### config.mk
export PLATFORM = sky130hd
export DESIGN_NAME = msi_ring_writer
export DESIGN_NICKNAME = d
export VERILOG_FILES = /design/src/rtl/msi_ring_pkg.sv /design/src/rtl/msi_ring_regs.sv /design/src/rtl/msi_ring_ptr.sv /design/src/rtl/msi_ring_emit.sv /design/src/rtl/msi_ring_writer.sv
export SDC_FILE = /design/constraint.sdc
export NUM_CORES = 1
export LEC_CHECK = 0
export ABC_CLOCK_PERIOD_IN_PS = 3730
export BUFFER_PORTS_ARGS = -buffer_cell sky130_fd_sc_hd__buf_2
export CORE_MARGIN = 2
export CORE_UTILIZATION = 49
export DETAILED_ROUTE_END_ITERATION = 16
export PLACE_DENSITY = 0.77
export RECOVER_POWER = 50
export SETUP_SLACK_MARGIN = 0.3
export SYNTH_ARGS = -nofsm -noshare
export SYNTH_HDL_FRONTEND = slang
export SYNTH_SLANG_ARGS = --single-unit
### constraint.sdc
create_clock -name clk -period 3.73 [get_ports clk]
set_clock_uncertainty 0.1 [all_clocks]
set_input_delay 0.5595 -clock clk [delete_from_list [all_inputs] [get_ports clk]]
set_output_delay 0.5595 -clock clk [all_outputs]
set_load 0.01 [all_outputs]
### src/rtl/msi_ring_pkg.sv
package msi_ring_pkg;
  localparam int REG_AW        = 3;
  localparam int WORD_W        = 32;
  localparam int ADDR_W        = 2 * WORD_W;
  localparam int ENTRY_W       = 128;
  localparam int ENTRY_BYTES   = ENTRY_W / 8;
  localparam int RING_MIN_LOG2 = 15;
  localparam int SIZE_SEL_W    = 2;

  localparam logic [REG_AW-1:0] A_CTRL    = 3'd0;
  localparam logic [REG_AW-1:0] A_BASE_HI = 3'd3;
  localparam logic [REG_AW-1:0] A_BASE_LO = 3'd4;
  localparam logic [REG_AW-1:0] A_RD_OFF  = 3'd5;
  localparam logic [REG_AW-1:0] A_WR_OFF  = 3'd6;

  typedef struct packed {
    logic [SIZE_SEL_W-1:0] size_sel;
    logic                  stop_full;
    logic                  irq_en;
    logic                  full_det;
    logic                  enable;
  } ctrl_t;

  function automatic logic [WORD_W-1:0] ctrl_to_word(input ctrl_t c);
    logic [WORD_W-1:0] w;
    w      = '0;
    w[0]   = c.enable;
    w[1]   = c.full_det;
    w[3]   = c.irq_en;
    w[4]   = c.stop_full;
    w[9:8] = c.size_sel;
    return w;
  endfunction

  function automatic ctrl_t word_to_ctrl(input logic [WORD_W-1:0] w);
    ctrl_t c;
    c.enable    = w[0];
    c.full_det  = w[1];
    c.irq_en    = w[3];
    c.stop_full = w[4];
    c.size_sel  = w[9:8];
    return c;
  endfunction

  function automatic logic [WORD_W-1:0] ring_mask(input logic [SIZE_SEL_W-1:0] sel);
    logic [WORD_W-1:0] span;
    span = WORD_W'(1) << (RING_MIN_LOG2 + int'(sel));
    return (span - WORD_W'(1)) & ~WORD_W'(ENTRY_BYTES - 1);
  endfunction
endpackage

### src/rtl/msi_ring_regs.sv
module msi_ring_regs
  import msi_ring_pkg::*;
(
  input  logic              clk,
  input  logic              rst_n,
  input  logic              reg_we,
  input  logic [REG_AW-1:0] reg_addr,
  input  logic [WORD_W-1:0] reg_wdata,
  input  logic [WORD_W-1:0] wr_off_i,
  output logic [WORD_W-1:0] reg_rdata,
  output ctrl_t             ctrl_o,
  output logic [ADDR_W-1:0] base_o,
  output logic [WORD_W-1:0] rd_off_o
);
  ctrl_t             ctrl_q;
  logic [WORD_W-1:0] base_hi_q;
  logic [WORD_W-1:0] base_lo_q;
  logic [WORD_W-1:0] rd_off_q;

  always_ff @(posedge clk) begin
    if (!rst_n) begin
      ctrl_q    <= '0;
      base_hi_q <= '0;
      base_lo_q <= '0;
      rd_off_q  <= '0;
    end else if (reg_we) begin
      case (reg_addr)
        A_CTRL:    ctrl_q    <= word_to_ctrl(reg_wdata);
        A_BASE_HI: base_hi_q <= reg_wdata;
        A_BASE_LO: base_lo_q <= reg_wdata;
        A_RD_OFF:  rd_off_q  <= reg_wdata;
        default:   ;
      endcase
    end
  end

  always_comb begin
    case (reg_addr)
      A_CTRL:    reg_rdata = ctrl_to_word(ctrl_q);
      A_BASE_HI: reg_rdata = base_hi_q;
      A_BASE_LO: reg_rdata = base_lo_q;
      A_RD_OFF:  reg_rdata = rd_off_q;
      A_WR_OFF:  reg_rdata = wr_off_i;
      default:   reg_rdata = '0;
    endcase
  end

  assign ctrl_o   = ctrl_q;
  assign base_o   = {base_hi_q, base_lo_q};
  assign rd_off_o = rd_off_q;

  // the register file never alters control without a write strobe
  a_r2_ctrl_hold: assert property (@(posedge clk) disable iff (!rst_n)
    !reg_we |=> $stable(ctrl_q));
endmodule

### src/rtl/msi_ring_ptr.sv
module msi_ring_ptr
  import msi_ring_pkg::*;
(
  input  logic                  clk,
  input  logic                  rst_n,
  input  logic [SIZE_SEL_W-1:0] size_sel_i,
  input  logic [WORD_W-1:0]     rd_off_i,
  input  logic                  adv_i,
  output logic [WORD_W-1:0]     wr_off_o,
  output logic [WORD_W-1:0]     wr_m_o,
  output logic                  full_o,
  output logic                  pending_o
);
  logic [WORD_W-1:0] mask;
  logic [WORD_W-1:0] wr_q;
  logic [WORD_W-1:0] rd_m;
  logic [WORD_W-1:0] wr_next_m;

  assign mask      = ring_mask(size_sel_i);
  assign wr_m_o    = wr_q & mask;
  assign rd_m      = rd_off_i & mask;
  assign wr_next_m = (wr_m_o + WORD_W'(ENTRY_BYTES)) & mask;

  always_ff @(posedge clk) begin
    if (!rst_n)     wr_q <= '0;
    else if (adv_i) wr_q <= wr_next_m;
  end

  assign full_o    = (wr_next_m == rd_m);
  assign pending_o = (wr_m_o != rd_m);
  assign wr_off_o  = wr_q;

  // the write offset moves only after the memory port took a record
  a_r4_adv_only: assert property (@(posedge clk) disable iff (!rst_n)
    !adv_i |=> $stable(wr_q));
  // the write offset stays record-aligned
  a_r6_aligned: assert property (@(posedge clk) disable iff (!rst_n)
    wr_q[3:0] == 4'd0);
endmodule

### src/rtl/msi_ring_emit.sv
module msi_ring_emit
  import msi_ring_pkg::*;
(
  input  logic               clk,
  input  logic               rst_n,
  input  logic               enable_i,
  input  logic               stop_full_i,
  input  logic               full_i,
  input  logic [ADDR_W-1:0]  base_i,
  input  logic [WORD_W-1:0]  wr_m_i,
  input  logic               msg_valid_i,
  output logic               msg_ready_o,
  input  logic [WORD_W-1:0]  msg_data_i,
  output logic               mem_valid_o,
  input  logic               mem_ready_i,
  output logic [ADDR_W-1:0]  mem_addr_o,
  output logic [ENTRY_W-1:0] mem_data_o,
  output logic               adv_o
);
  localparam int PAD_W = ENTRY_W - WORD_W;

  logic               pend_q;
  logic [ADDR_W-1:0]  addr_q;
  logic [ENTRY_W-1:0] data_q;
  logic               blocked;
  logic               take;

  assign blocked     = enable_i && stop_full_i && full_i;
  assign msg_ready_o = !pend_q && !blocked;
  assign take        = msg_valid_i && msg_ready_o;
  assign adv_o       = pend_q && mem_ready_i;

  always_ff @(posedge clk) begin
    if (!rst_n) begin
      pend_q <= 1'b0;
      addr_q <= '0;
      data_q <= '0;
    end else begin
      if (adv_o) pend_q <= 1'b0;
      if (take && enable_i) begin
        pend_q <= 1'b1;
        addr_q <= base_i + {{(ADDR_W-WORD_W){1'b0}}, wr_m_i};
        data_q <= {{PAD_W{1'b1}}, msg_data_i};
      end
    end
  end

  assign mem_valid_o = pend_q;
  assign mem_addr_o  = addr_q;
  assign mem_data_o  = data_q;

  // an offered record is held until the memory port takes it
  a_r4_hold: assert property (@(posedge clk) disable iff (!rst_n)
    mem_valid_o && !mem_ready_i |=> mem_valid_o && $stable(mem_addr_o) && $stable(mem_data_o));
  // a message taken while disabled produces no record
  a_r5_discard: assert property (@(posedge clk) disable iff (!rst_n)
    msg_valid_i && msg_ready_o && !enable_i |=> !mem_valid_o);
  // a full ring under the stop policy takes nothing
  a_r7_stop: assert property (@(posedge clk) disable iff (!rst_n)
    enable_i && stop_full_i && full_i |-> !msg_ready_o);
endmodule

### src/rtl/msi_ring_writer.sv
module msi_ring_writer
  import msi_ring_pkg::*;
(
  input  logic         clk,
  input  logic         rst_n,
  input  logic         reg_we,
  input  logic [2:0]   reg_addr,
  input  logic [31:0]  reg_wdata,
  output logic [31:0]  reg_rdata,
  input  logic         msg_valid,
  output logic         msg_ready,
  input  logic [31:0]  msg_data,
  output logic         mem_valid,
  input  logic         mem_ready,
  output logic [63:0]  mem_addr,
  output logic [127:0] mem_data,
  output logic         irq
);
  ctrl_t             ctrl;
  logic [ADDR_W-1:0] base;
  logic [WORD_W-1:0] rd_off;
  logic [WORD_W-1:0] wr_off;
  logic [WORD_W-1:0] wr_m;
  logic              full;
  logic              pending;
  logic              adv;

  msi_ring_regs u_regs (
    .clk       (clk),
    .rst_n     (rst_n),
    .reg_we    (reg_we),
    .reg_addr  (reg_addr),
    .reg_wdata (reg_wdata),
    .wr_off_i  (wr_off),
    .reg_rdata (reg_rdata),
    .ctrl_o    (ctrl),
    .base_o    (base),
    .rd_off_o  (rd_off)
  );

  msi_ring_ptr u_ptr (
    .clk        (clk),
    .rst_n      (rst_n),
    .size_sel_i (ctrl.size_sel),
    .rd_off_i   (rd_off),
    .adv_i      (adv),
    .wr_off_o   (wr_off),
    .wr_m_o     (wr_m),
    .full_o     (full),
    .pending_o  (pending)
  );

  msi_ring_emit u_emit (
    .clk         (clk),
    .rst_n       (rst_n),
    .enable_i    (ctrl.enable),
    .stop_full_i (ctrl.stop_full),
    .full_i      (full),
    .base_i      (base),
    .wr_m_i      (wr_m),
    .msg_valid_i (msg_valid),
    .msg_ready_o (msg_ready),
    .msg_data_i  (msg_data),
    .mem_valid_o (mem_valid),
    .mem_ready_i (mem_ready),
    .mem_addr_o  (mem_addr),
    .mem_data_o  (mem_data),
    .adv_o       (adv)
  );

  assign irq = (ctrl.irq_en && pending) || (ctrl.full_det && full);

  // every offered record carries the all-ones padding
  a_r3_padding: assert property (@(posedge clk) disable iff (!rst_n)
    mem_valid |-> (&mem_data[127:32]));
  // back-pressure with nothing in flight means full, which must signal when detection is on
  a_r10_full_irq: assert property (@(posedge clk) disable iff (!rst_n)
    ctrl.enable && ctrl.full_det && !msg_ready && !mem_valid |-> irq);
  // the interrupt needs one of its enables
  a_r9_gated: assert property (@(posedge clk) disable iff (!rst_n)
    irq |-> (ctrl.irq_en || ctrl.full_det));
endmodule

**Word level (Yosys, flattened, before mapping)**

Cells that the tools add are included.

- Add/subtract/negate cells: 4
- Equality and inequality tests: 6
- Shifts and indexed selects: 1
- Muxes and demuxes: 3
- Bitwise operators: 3
- Reductions and logical operators: 17

Operator list:

| operator | number |
|---|---|
| $pmux W32 S5 | 1 |
| $and A32 B32 Y32 | 3 |
| $add A64 B32 Y64 | 1 |
| $add A32 B5 Y32 const B | 1 |
| $eq A32 B32 Y1 | 1 |
| $ne A32 B32 Y1 | 1 |
| $shl A1 B32 Y32 const A | 1 |
| $sub A32 B1 Y32 const B | 1 |
| $eq A3 B3 Y1 const B | 3 |
| $logic_and A1 B1 Y1 | 8 |
| $reduce_and A2 Y1 | 4 |
| $add A4 B2 Y5 const A | 1 |
| $eq A3 B2 Y1 const B | 1 |
| $logic_not A3 Y1 | 1 |
| $logic_not A1 Y1 | 2 |
| $mux W1 | 2 |
| $reduce_bool A2 Y1 | 1 |
| $logic_or A1 B1 Y1 | 1 |

- Register bits after elaboration: 232
- Output and inout bits: 227

**Logic depth before layout (Yosys ltp)**

Gate-level depths: netlist of the first run.

- Word-level depth: 13
- Gate-level depth with buffers: 18
- Depth with buffers taken out: 15

**By module**

From an unflattened synthesis of the first run, not the netlist that was laid out.

- Cell total of the unflattened synthesis: 1,659
- Area total of the unflattened synthesis: 13,331.5 sq um

Modules (own cells, without submodules):

| module | times used | cells each | area an instance (sq um) |
|---|---|---|---|
| msi_ring_emit | 1 | 858 | 6,590.1 |
| msi_ring_regs | 1 | 572 | 4,773.3 |
| msi_ring_ptr | 1 | 228 | 1,959.4 |
| msi_ring_writer | 1 | 1 | 8.8 |

**Worst setup path after synthesis of the first run**

OpenSTA, ideal clock, no wires.

- Path kind: register -> register
- From: reg u_regs.ctrl_q (netlist bit u_regs.ctrl_o[5])
- To: reg u_emit.addr_q[46] (netlist: u_emit.mem_addr_o[46])
- Setup time: 80 ps
- Arrival time: 3,427 ps
- Required time: 3,550 ps
- Path slack: 123 ps
- Stages on the path, launching flop included: 18
- Buffers on the path: 2
- Clock period less this slack: 3,607 ps
- Cell sequence: dfxtp_1 buf_2 nor2_1 inv_1 ha_1 nor2b_1 and2_1 ha_1 a21oi_1 nand2_1 maj3_1 or3_1 a21oi_1 nor3_1 buf_2 and3_1 xnor2_1 a211oi_2

- Longest elaborated chain between the ends: 12
- Elaborated cells on any way between the ends: 14
- Those cells by class: 4 x add/sub; 1 x eq/ne; 1 x shift; 3 x bitwise; 5 x reduce/logical

Ends and longest elaborated chain:

| element | line | source |
|---|---|---|
| start: declaration | msi_ring_regs.sv:15 | `ctrl_t ctrl_q;` |
| start signal: assignment | msi_ring_regs.sv:28 | `A_CTRL: ctrl_q <= word_to_ctrl(reg_wdata);` |
| $add A4 B2 Y5 (*) | msi_ring_pkg.sv:47 | `span = WORD_W'(1) << (RING_MIN_LOG2 + int'(sel));` |
| $shl A1 B32 Y32 (*) | msi_ring_pkg.sv:47 |  |
| $sub A32 B1 Y32 (*) | msi_ring_pkg.sv:48 | `return (span - WORD_W'(1)) & ~WORD_W'(ENTRY_BYTES - 1);` |
| $and A32 B32 Y32 | msi_ring_ptr.sv:20 | `assign wr_m_o = wr_q & mask;` |
| $add A32 B5 Y32 | msi_ring_ptr.sv:22 | `assign wr_next_m = (wr_m_o + WORD_W'(ENTRY_BYTES)) & mask;` |
| $and A32 B32 Y32 | msi_ring_ptr.sv:22 |  |
| $eq A32 B32 Y1 | msi_ring_ptr.sv:29 | `assign full_o = (wr_next_m == rd_m);` |
| $logic_and A1 B1 Y1 | msi_ring_emit.sv:28 | `assign blocked = enable_i && stop_full_i && full_i;` |
| $logic_not A1 Y1 | msi_ring_emit.sv:29 | `assign msg_ready_o = !pend_q && !blocked;` |
| $logic_and A1 B1 Y1 | msi_ring_emit.sv:29 |  |
| $logic_and A1 B1 Y1 | msi_ring_emit.sv:30 | `assign take = msg_valid_i && msg_ready_o;` |
| $logic_and A1 B1 Y1 | msi_ring_emit.sv:40 | `if (take && enable_i) begin` |
| end signal: assignment | msi_ring_emit.sv:42 | `addr_q <= base_i + {{(ADDR_W-WORD_W){1'b0}}, wr_m_i};` |
| end: declaration | msi_ring_emit.sv:23 | `logic [ADDR_W-1:0] addr_q;` |

Mark *: on every way between the ends. The rest lies on a longest branch, timed or not.
A chain may end at the register's enable or synchronous reset.

**Worst setup path after layout of the first run**

- From: reg u_ptr.wr_q[12] (netlist: u_ptr.wr_off_o[12])
- To: out irq

- Longest elaborated chain between the ends: 6
- Elaborated cells on any way between the ends: 8
- Those cells by class: 1 x add/sub; 2 x eq/ne; 2 x bitwise; 3 x reduce/logical

Ends and longest elaborated chain:

| element | line | source |
|---|---|---|
| start: declaration | msi_ring_ptr.sv:15 | `logic [WORD_W-1:0] wr_q;` |
| start signal: assignment | msi_ring_ptr.sv:26 | `else if (adv_i) wr_q <= wr_next_m;` |
| $and A32 B32 Y32 (*) | msi_ring_ptr.sv:20 |  |
| $add A32 B5 Y32 | msi_ring_ptr.sv:22 |  |
| $and A32 B32 Y32 | msi_ring_ptr.sv:22 |  |
| $eq A32 B32 Y1 | msi_ring_ptr.sv:29 |  |
| $logic_and A1 B1 Y1 | msi_ring_writer.sv:71 | `assign irq = (ctrl.irq_en && pending) \|\| (ctrl.full_det && full);` |
| $logic_or A1 B1 Y1 (*) | msi_ring_writer.sv:71 |  |
| end: declaration | msi_ring_writer.sv:17 | `output logic irq` |

Marked as above.

==> flow_metrics.py, run 1 <==
metrics = {
    "status": {
        "status": "complete, but fails checks",
        "violations": "max-capacitance violations, max-slew violations",
    },
    "sta": {
        "hold_ws_ps": 165.1,
        "rsz0062_at_grt": "yes",
        "setup_tns_ps": 0,
        "tightest_slew_ps": 1767,
        "finalCriticalPeriod_ps": 3457,
        "fmax_mhz": 289.3,
        "relSlewSlack_pct": -17.77,
        "finalSetupViolations": 0,
        "report.final.slew_viol_count": 101,
        "hold_violations": 0,
        "fin_crit_sh_pct": 92.69,
    },
    "worst_setup_path": {
        "crit_required_ps": 3070,
        "crit_arrival_ps": 2800,
        "crit_type": "reg2out",
        "worstSetupStartpointType": "flip-flop",
        "cp_max_fo": 6,
        "cpPeakStageDelay_ps": 400,
        "critPathCaptureType": "output port",
        "worst_path_max_delay_cell": "dfxtp_2",
        "crit_chain": "nand4_1 > buf_4 > nor3_2 > xor2_1 > nor4_2 > o2111ai_2 > nor4_4 > a22o_1 > buf_2",
    },
    "global_routing": {
        "track_usage_pct": 30.00,
        "grt-ovfl-total": 0,
        "grt_max_degree": 101,
        "grt_antenna_before_repair": 2,
        "grt_pass1_vias": 11081,
        "grt_pass1_wl_microns": 62420,
    },
    "yosys": {
        "synthArstFlopShare_pct": 0,
        "synthDistinctLibCells": 71,
        "syn_area_per_cell_sq_um": 7.744,
        "synth_flop_cell": "dfxtp_1",
        "synth-seq-cells": 228,
        "synth_edf_count": 0,
        "synth_warnings": 0,
        "synthCells": 1577,
        "synth_area_sq_mm": 0.01221,
        "yosysSeqAreaShare_pct": 37.38,
    },
    "route": {
        "drc": 0,
        "drtAntennaViolNets": 0,
        "routed_wirelength_microns": 41930,
        "routedWlPerCell_microns": 19.69,
        "dr.pass1.iters": 5,
        "vias_per_cell": 5.758,
        "drt_iter0_markers": 1274,
        "vias": 12258,
    },
    "power": {
        "ir_drop_mv": 0.2574,
        "power.density_mw_per_mm2": 367.7,
        "swShare_pct": 24.38,
        "p_seq_share_pct": 46.2,
        "switchingPower_w": 0.001320,
        "power.leakage_nw": 5.963,
        "combPwrFrac_pct": 6.9,
        "internal-power_w": 0.004096,
        "pwr-share-clk_pct": 47.0,
    },
    "clocking": {
        "cts-htree-levels": 1,
        "ctsHoldBuffers": 0,
        "cts_tree": "yes",
        "cts_inserted_buffers": 24,
        "cts_root_buf": "clkbuf_16",
        "clk_path_buf_depth": 3,
        "clock_sinks": 228,
        "clk-insertion-delay-late_ps": 530,
        "path_clk_slew_ps": 60,
    },
    "place": {
        "dp_hpwl_microns": 29820,
        "place.port_buffers": 298,
        "dp_cells": 2061,
        "place_congestion": 0.9722,
    },
    "final_layout": {
        "stdcell_count": 2129,
        "nNetsFinal": 1888,
        "drive_above_1_share_pct": 22.02,
        "areaGrowthSynthToFinish_pct": 20.64,
    },
    "floorplanning": {
        "start_util_pct": 50.07,
        "fp.dieArea_sq_mm": 0.02620,
        "ios": 299,
        "core-area_sq_mm": 0.02439,
        "die-width_microns": 161.9,
        "rows": 57,
        "dieHeight_microns": 161.9,
    },
    "hold_path": {
        "hold_path_class": "in2reg",
    },
    "run": {
        "maxCapViolations": 1,
    },
}
-- layer usage --
layer	vias up	part of all wire (%)	track usage (%)	wire (microns)
met1	5768	42	41.12	17440
li1	5722	-	-	-
met2	685	46	47.54	19080
met5	-	0	0	0
met3	83	10	6.129	4313
met4	0	2.6	9.614	1092
-- timing repair --
action / in CTS / in global routing
pin swaps: 10 / 16
buffers inserted: 6 / 14
cloned: 1 / 1
resized for setup: 36 / 35
endpoints found under the setup margin: 59 / 88
-- flip-flops by register name, summed over array words and instances (netlist names) --
register / cells
u_ptr.wr_off_o: 28
u_regs.rd_off_o: 32
u_emit.mem_valid_o: 1
u_regs.base_hi_q: 32
u_regs.base_lo_q: 32
u_emit.mem_data_o: 33
u_regs.ctrl_o: 6
u_emit.mem_addr_o: 64
-- power by group through the flow --
stage | sequential, W | combinational, W | clock [W]
after global routing | 0.00250 | 0.000399 | 0.00266
after CTS | 0.00250 | 0.000365 | 0.00256
after detailed placement | 0.00256 | 0.000358 | 0
after global placement | 0.00255 | 0.000356 | 0
after floorplan | 0.00255 | 0.000214 | 0
final | 0.00250 | 0.000372 | 0.00254
-- worst max-delay path: cells and delay by family, from the launching register on --
family / cells / cell delay, ps
buffers and inverters: 2 / 320
XOR/XNOR: 1 / 120
AND/OR/NAND/NOR: 4 / 1040
AO/OA/AOI/OAI: 2 / 400
flip-flops: 1 / 400
-- layout by cell type (no fill, tap or decap), types with 13 or more instances in the layout --
cell type,n
nand2_1,365
a21oi_1,232
dfxtp_1,218
buf_2,198
clkbuf_1,101
buf_4,71
nor2_1,62
o21ai_0,54
xnor2_1,50
xor2_1,39
a22o_1,28
a221o_1,25
ha_1,25
clkbuf_16,24
nand3_1,19
inv_1,18
and3_1,17
and2_1,14
nand4_1,13
-- Yosys cell counts (20+ instances only) --
library cell / number / area (sq um)
a21oi_1: 236 / 1181
a221o_1: 25 / 250.2
a22o_1: 28 / 245.2
buf_4: 99 / 743.2
clkbuf_1: 88 / 330.3
dfxtp_1: 228 / 4564
ha_1: 30 / 375.4
nand2_1: 365 / 1370
nand3_1: 20 / 100.1
nor2_1: 65 / 244.0
o21ai_0: 56 / 280.3
xnor2_1: 50 / 437.9
xor2_1: 39 / 341.6
-- stage by stage --
stage	area (sq um)	setup WS [ps]	total power, W	util [%]
3_5_place_dp	13560	-29.77	0.002913	55.61
2_1_floorplan	12260	302.9	0.002762	-
4_1_cts	14600	300.6	0.005422	59.84
3_3_place_gp	13560	20.46	0.002910	55.61
6_report	14730	272.8	0.005416	60.40
5_1_grt	14730	154.6	0.005560	60.40
-- logic make-up (layout without fill, tap and decap cells) --
group / after synthesis / in the layout / synth area share [%]
adders and majority gates: 32 / 32 / 3.320
buffers and inverters: 230 / 449 / 10.50
and+or+nand+nor: 577 / 577 / 21.09
muxes: 12 / 12 / 0.9939
AOI/OAI and AO/OA: 408 / 409 / 20.31
DFF: 228 / 228 / 37.38
xor gates and xnor gates: 89 / 89 / 6.383
other: 1 / 9 / 0.03071
-- final timing paths --
check,from,end,slack (ps),depth (start not counted)
min,msg_data[20],u_emit.mem_data_o[20]$_SDFFE_PN0P_,170,3
max reg2reg,u_regs.ctrl_o[5]$_SDFFE_PN0P_,u_emit.mem_addr_o[55]$_SDFFE_PN0P_,360,16
max,u_ptr.wr_off_o[12]$_SDFFE_PN0P_,irq,270,9
min reg2reg,u_emit.mem_data_o[8]$_SDFFE_PN0P_,u_emit.mem_data_o[8]$_SDFFE_PN0P_,350,2
-- cell type report --
cell class,count,area [sq um]
fill,2296,9659
multi-input combinational,1126,6704
sequential,228,4589
timing repair buffer,385,2111
clock buffer,26,628.1
tap,324,405.4
clock inverter,18,210.2
inverter,20,78.83
antenna,2,5.005
(Power assumes the default switching activity.)
==> run 2: changes to the inputs <==
- ABC_CLOCK_PERIOD_IN_PS: 3730 -> 4200
- CORE_UTILIZATION: 49 -> 52
- PLACE_DENSITY: 0.77 -> 0.78
- SLEW_MARGIN: not set -> 20
- clock period: 3.73 -> 4.2 ns (I/O delays scaled with it)
==> run 2 against run 1 <==
Against the previous run:
- the run still ends with max-capacitance violations, max-slew violations left
- sequential power shrank 11%
- flip-flop and latch count is the same
- combinational power shrank 18%
==> flow_metrics.py, run 2 (synthesis results as in run 1) <==
metrics = {
    "clocking": {
        "ctsHoldBuffers": 0,
        "cts_inserted_buffers": 25,
        "cts_tree": "yes",
        "clock_sinks": 228,
        "cts_root_buf": "clkbuf_16",
        "cts-htree-levels": 1,
        "clk-insertion-delay-late_ps": 520,
        "path_clk_slew_ps": 60,
        "clk_path_buf_depth": 3,
    },
    "power": {
        "ir_drop_mv": 0.2797,
        "power.leakage_nw": 5.398,
        "power.density_mw_per_mm2": 332.4,
    },
    "floorplanning": {
        "ios": 299,
        "fp.dieArea_sq_mm": 0.02473,
        "start_util_pct": 52.50,
        "die-width_microns": 157.2,
        "rows": 56,
        "core-area_sq_mm": 0.02326,
        "dieHeight_microns": 157.2,
    },
    "sta": {
        "hold_ws_ps": 247.8,
        "hold_violations": 0,
        "report.final.slew_viol_count": 205,
        "fmax_mhz": 266.8,
        "setup_tns_ps": 0,
        "rsz0062_at_grt": "no",
        "fin_crit_sh_pct": 89.26,
        "finalSetupViolations": 0,
        "finalCriticalPeriod_ps": 3749,
        "tightest_slew_ps": 2190,
        "relSlewSlack_pct": -46.18,
    },
    "final_layout": {
        "nNetsFinal": 1838,
        "layout_common_cells": "365 x nand2_1, 235 x a21oi_1, 220 x dfxtp_1",
        "drive_above_1_share_pct": 14.80,
        "final_common_cell": "nand2_1",
        "areaGrowthSynthToFinish_pct": 13.71,
        "seqCellArea_sq_mm": 0.004579,
        "n_fill_cell": 2283,
        "stdcell_count": 2070,
        "largest_reg_flops": 64,
        "multi_input_area_sq_mm": 0.006446,
    },
    "worst_setup_path": {
        "r2r_slack_ps": 590,
        "crit_required_ps": 4530,
        "crit_type": "in2reg",
        "ff2ff_path_depth": 16,
        "rr_endpoint": "u_emit.mem_addr_o[38]$_SDFFE_PN0P_",
        "crit_arrival_ps": 4070,
        "r2r_start": "u_regs.ctrl_o[5]$_SDFFE_PN0P_",
        "critPathCaptureType": "flip-flop",
        "cp_max_fo": 106,
        "worstSetupStartpointType": "input pin",
    },
    "route": {
        "routedWlPerCell_microns": 18.81,
        "drc": 0,
        "drtAntennaViolNets": 0,
        "drt_iter0_markers": 1121,
        "dr.pass1.iters": 5,
        "routed_wirelength_microns": 38940,
        "vias": 11697,
        "vias_per_cell": 5.651,
    },
    "place": {
        "place_congestion": 0.9466,
        "dp_hpwl_microns": 28620,
        "place.port_buffers": 298,
        "dp_cells": 2025,
    },
    "global_routing": {
        "track_usage_pct": 30.01,
        "grt_max_degree": 126,
        "grt_pass1_vias": 10503,
        "grt-ovfl-total": 0,
        "grt_pass1_wl_microns": 58190,
        "grt_antenna_before_repair": 1,
    },
    "status": {
        "status": "complete, but fails checks",
        "violations": "max-capacitance violations, max-slew violations",
    },
    "hold_path": {
        "hold-path-endpoint": "u_emit.mem_data_o[0]$_SDFFE_PN0P_",
        "hold_start": "msg_data[0]",
        "hold_path_class": "in2reg",
        "whs_path_depth": 3,
    },
    "run": {
        "maxCapViolations": 2,
    },
}
==> run 2: worst max-delay path by stage <==
stage,from,endpoint,slack (ps)
3_5_place_dp,u_regs.ctrl_o[5]$_SDFFE_PN0P_,u_emit.mem_addr_o[44]$_SDFFE_PN0P_,420
4_1_cts,u_ptr.wr_off_o[7]$_SDFFE_PN0P_,msg_ready,300
5_1_grt,rst_n,u_regs.base_hi_q[27]$_SDFFE_PN0P_,170
2_1_floorplan,u_regs.ctrl_o[5]$_SDFFE_PN0P_,u_emit.mem_addr_o[46]$_SDFFE_PN0P_,590
6_report,rst_n,u_regs.base_lo_q[21]$_SDFFE_PN0P_,450
3_3_place_gp,u_regs.ctrl_o[5]$_SDFFE_PN0P_,u_emit.mem_addr_o[59]$_SDFFE_PN0P_,440
==> run 2: stage by stage <==
stage | worst slack, ps | util [%] | total power (W) | instance area, sq um
final | 451.3 | 59.69 | 0.004616 | 13890
after CTS | 303.6 | 60.39 | 0.004642 | 14050
after global routing | 167.9 | 59.69 | 0.004758 | 13890
after floorplan | 593.2 | - | 0.002452 | 12230
after detailed placement | 417.1 | 56.90 | 0.002575 | 13240
after global placement | 440.6 | 56.90 | 0.002573 | 13240
==> run 2: metal layers <==
layer / GRT usage, % / share of wire [%] / vias up / wire, microns
met4: 7.662 / 2.1 / 0 / 816
met5: 0 / 0 / - / 0
met2: 46.58 / 45 / 584 / 17480
met3: 5.837 / 9.5 / 63 / 3698
met1: 42.82 / 44 / 5444 / 16950
li1: - / - / 5606 / -
==> run 2: layout make-up <==
class                   count  share of cell area, %
flip-flops and latches    228                  32.98
clock buffers              35                  5.280
well taps                 319                  2.874
inverters                  20                 0.5677
multi-input cells        1125                  46.42
diodes                      1                0.01802
clock inverters             7                 0.3154
repair buffers            335                  11.54
==> run 2: what timing repair did <==
item | CTS | global route
resized for setup | 5 | 16
endpoints found under the setup margin | 2 | 30
pin swaps | 2 | 2
setup buffers | 1 | 1
==> run 2: power breakdown <==
| part | internal (W) | switching [W] |
|---|---|---|
| Combinational | 0.000104 | 0.000201 |
| Sequential | 0.00219 | 0.0000375 |
| Clock | 0.00121 | 0.000874 |
| Total | 0.00350 | 0.00111 |
==> run 2: critical path, stage by stage <==
cell and delay [ps]:
buf_2 70, buf_4 340, clkinvlp_4 1510, clkbuf_2 1080, a21oi_1 360
==> run 3: changes to the inputs <==
- ABC_AREA: not set -> 1
- PLACE_DENSITY: 0.78 -> 0.77
- SLEW_MARGIN: 20 -> 25
==> run 3 against run 2 <==
Against the previous run:
- the run still ends with max-capacitance violations, max-slew violations left
- via count grew 28%
- final cell count increased by 33%
- non-clock buffer count is 13 lower
- worst setup slack better by 60 ps
- synthesized area up 15%
- core utilization shrank 0.48 points
- final area increased by 14%
- clock-buffer cell count shrank 1
- hold slack lost 43 ps
- clock power is 13% higher
==> flow_metrics.py, run 3 <==
metrics = {
    "status": {
        "status": "complete, but fails checks",
        "violations": "max-capacitance violations, max-slew violations",
    },
    "clocking": {
        "clock_sinks": 228,
        "cts_inserted_buffers": 26,
        "clk-insertion-delay-late_ps": 550,
        "cts-htree-levels": 1,
        "path_clk_slew_ps": 60,
        "ctsHoldBuffers": 0,
        "clk_path_buf_depth": 3,
        "cts_tree": "yes",
        "post_cts_buffers": 0,
        "cts_root_buf": "clkbuf_16",
    },
    "sta": {
        "rsz0062_at_grt": "no",
        "tightest_slew_ps": 1909,
        "report.final.slew_viol_count": 124,
        "hold_violations": 0,
        "fin_crit_sh_pct": 87.83,
        "finalSetupViolations": 0,
        "fin_ws_ps": 511.3,
        "finalCriticalPeriod_ps": 3689,
        "setup_tns_ps": 0,
        "fmax_mhz": 271.1,
        "relSlewSlack_pct": -27.30,
    },
    "route": {
        "dr.pass1.iters": 8,
        "drtAntennaViolNets": 0,
        "vias_per_cell": 5.455,
        "drt_iter0_markers": 1724,
        "drc": 0,
        "routed_wirelength_microns": 50750,
        "vias": 14997,
        "routedWlPerCell_microns": 18.46,
    },
    "final_layout": {
        "layout_common_cells": "545 x nand2_1, 350 x inv_1, 253 x nor2_1",
        "diodes": 0,
        "largest_reg_flops": 64,
        "multi_input_area_sq_mm": 0.007056,
        "seqCellArea_sq_mm": 0.004568,
        "final_common_cell": "nand2_1",
        "n_fill_cell": 2729,
        "areaGrowthSynthToFinish_pct": 12.53,
        "nNetsFinal": 2495,
        "drive_above_1_share_pct": 11.79,
    },
    "worst_setup_path": {
        "r2r_slack_ps": 610,
        "worstSetupStartpointType": "flip-flop",
        "path_delay_family": "simple AND/OR/NAND/NOR gates",
        "cpPeakStageDelay_ps": 350,
        "critPathCaptureType": "output port",
        "cp_max_fo": 6,
        "crit_required_ps": 3470,
        "worst-path-buf-inv": 5,
        "crit_arrival_ps": 2960,
        "crit_chain": "inv_1 > nand2_1 > ha_1 > inv_1 > nand2_1 > inv_1 > nand3_1 > nand3_1 > nand2_1 > nand2_1 > nor2_2 > nand4_4 > nand2_1 > inv_1 > buf_2",
        "crit_type": "reg2out",
        "crit_path_frequent_cell": "nand2_1",
        "ff2ff_path_depth": 19,
        "worst_path_max_delay_cell": "dfxtp_1",
        "rr_endpoint": "u_emit.mem_addr_o[47]$_SDFFE_PN0P_",
        "r2r_start": "u_regs.ctrl_o[5]$_SDFFE_PN0P_",
    },
    "place": {
        "pre_cts_ws_ps": 442.1,
        "dp_hpwl_microns": 39070,
        "place.port_buffers": 298,
        "place_congestion": 1.065,
    },
    "global_routing": {
        "grt-ovfl-total": 0,
        "track_usage_pct": 34.47,
        "grt_max_degree": 98,
        "grt_pass1_wl_microns": 76500,
        "grt_antenna_before_repair": 1,
        "grt_pass1_vias": 13448,
    },
    "yosys": {
        "synthArstFlopShare_pct": 0,
        "synth_area_leader_cell": "dfxtp_1",
        "synth_edf_count": 0,
        "synth_flop_cell": "dfxtp_1",
        "synth_area_sq_mm": 0.01406,
        "syn_area_per_cell_sq_um": 6.300,
        "yosysSeqAreaShare_pct": 32.46,
        "synth_top_area_share_pct": 32.46,
        "synth_area_leaders": "dfxtp_1 32%, nand2_1 15%, inv_1 9.4%",
        "synth_most_common_cell": "nand2_1",
        "synth_warnings": 0,
        "synthCells": 2232,
        "synthDistinctLibCells": 44,
        "synth_common_cells": "545 x nand2_1, 351 x inv_1, 256 x nor2_1",
        "synth-seq-cells": 228,
    },
    "run": {
        "maxCapViolations": 2,
    },
    "floorplanning": {
        "dieHeight_microns": 168.4,
        "rows": 60,
        "fp.dieArea_sq_mm": 0.02837,
        "core-area_sq_mm": 0.02673,
        "start_util_pct": 52.62,
        "die-width_microns": 168.4,
        "ios": 299,
    },
    "hold_path": {
        "hold_path_class": "in2reg",
        "hold-path-endpoint": "u_emit.mem_data_o[3]$_SDFFE_PN0P_",
        "whs_path_depth": 3,
        "hold_start": "msg_data[3]",
    },
    "power": {
        "ir_drop_mv": 0.2600,
        "power.density_mw_per_mm2": 316.6,
        "power.leakage_nw": 7.681,
    },
}
-- run 3: changes by cell type after synthesis, sizes merged, moves of 17 or more --
| cell | previous run | this run |
|---|---|---|
| and2 | 22 | 3 |
| nor3 | 16 | 33 |
| o21ai | 59 | 107 |
| a22o | 28 | 1 |
| xnor2 | 50 | 26 |
| nand2 | 366 | 546 |
| nand3 | 21 | 106 |
| o22ai | 3 | 28 |
| a21oi | 237 | 161 |
| inv | 20 | 355 |
| nand4 | 13 | 71 |
| nor2 | 65 | 259 |
| and3 | 18 | 0 |
-- run 3: power by group --
group | internal [W] | switching, W | total (W)
sequential | 0.00221 | 0.0000514 | 0.00226
clock | 0.00139 | 0.000952 | 0.00234
combinational | 0.000131 | 0.000282 | 0.000413
total | 0.00372 | 0.00129 | 0.00501
-- run 3: kinds of logic after synthesis --
logic type	share of synthesized area [%]
AND/OR/NAND/NOR	30.71
buffers and inverters	17.74
AO/OA/AOI/OAI	12.52
flip-flops	32.46
XOR/XNOR	3.737
adder cells (fa/ha/maj)	2.812
other	0.02667
-- run 3: per-layer routing --
metal	vias to the layer above	global-route usage [%]	wire, microns
met5	-	0	13
met4	2	9.558	1458
met1	6836	47.36	21480
met2	823	56.16	22720
li1	7238	-	-
met3	98	5.571	5079
-- run 3: worst max-delay path by stage --
stage | to | from | slack [ps] | cells past startpoint
final | msg_ready | u_regs.ctrl_o[5]$_SDFFE_PN0P_ | 510 | 15
after CTS | msg_ready | u_regs.ctrl_o[5]$_SDFFE_PN0P_ | 400 | 15
after detailed placement | u_emit.mem_addr_o[47]$_SDFFE_PN0P_ | u_regs.ctrl_o[5]$_SDFFE_PN0P_ | 440 | 17
after floorplan | mem_data[100] | u_emit.mem_data_o[32]$_SDFFE_PN0P_ | 1240 | 1
after global placement | u_emit.mem_addr_o[47]$_SDFFE_PN0P_ | u_regs.ctrl_o[5]$_SDFFE_PN0P_ | 530 | 19
after global routing | u_emit.mem_addr_o[54]$_SDFFE_PN0P_ | u_regs.ctrl_o[5]$_SDFFE_PN0P_ | 320 | 20
-- run 3: worst min-delay path: stages --
cell and delay, ps:
buf_2 70, nor2_1 30, nor2_1 80
-- run 3: through the flow --
stage	hold WS (ps)	power, W	cell area (sq um)	utilization, %	std cells
6_report	204.9	0.005010	15820	59.21	2749
5_1_grt	208.2	0.005142	15820	59.21	2749
4_1_cts	196.5	0.005020	15950	59.69	2749
3_5_place_dp	338.7	0.002709	15090	56.45	2705
3_3_place_gp	335.4	0.002705	15090	56.45	2705
2_1_floorplan	324.2	0.002540	14080	-	2238
-- run 3: repair_timing --
action / 4_1_cts / 5_1_grt
gates resized for setup: 0 / 6
hold endpoints to repair: 0 / 0
endpoints found under the setup margin: 0 / 15
-- run 3: final cells by class --
cell class / count / share of cell area, %
clock inverter: 10 / 0.9093
inverter: 359 / 8.516
clock buffer: 34 / 4.554
timing repair buffer: 322 / 9.868
tap: 341 / 2.696
multi-input combinational: 1455 / 44.59
sequential: 228 / 28.87
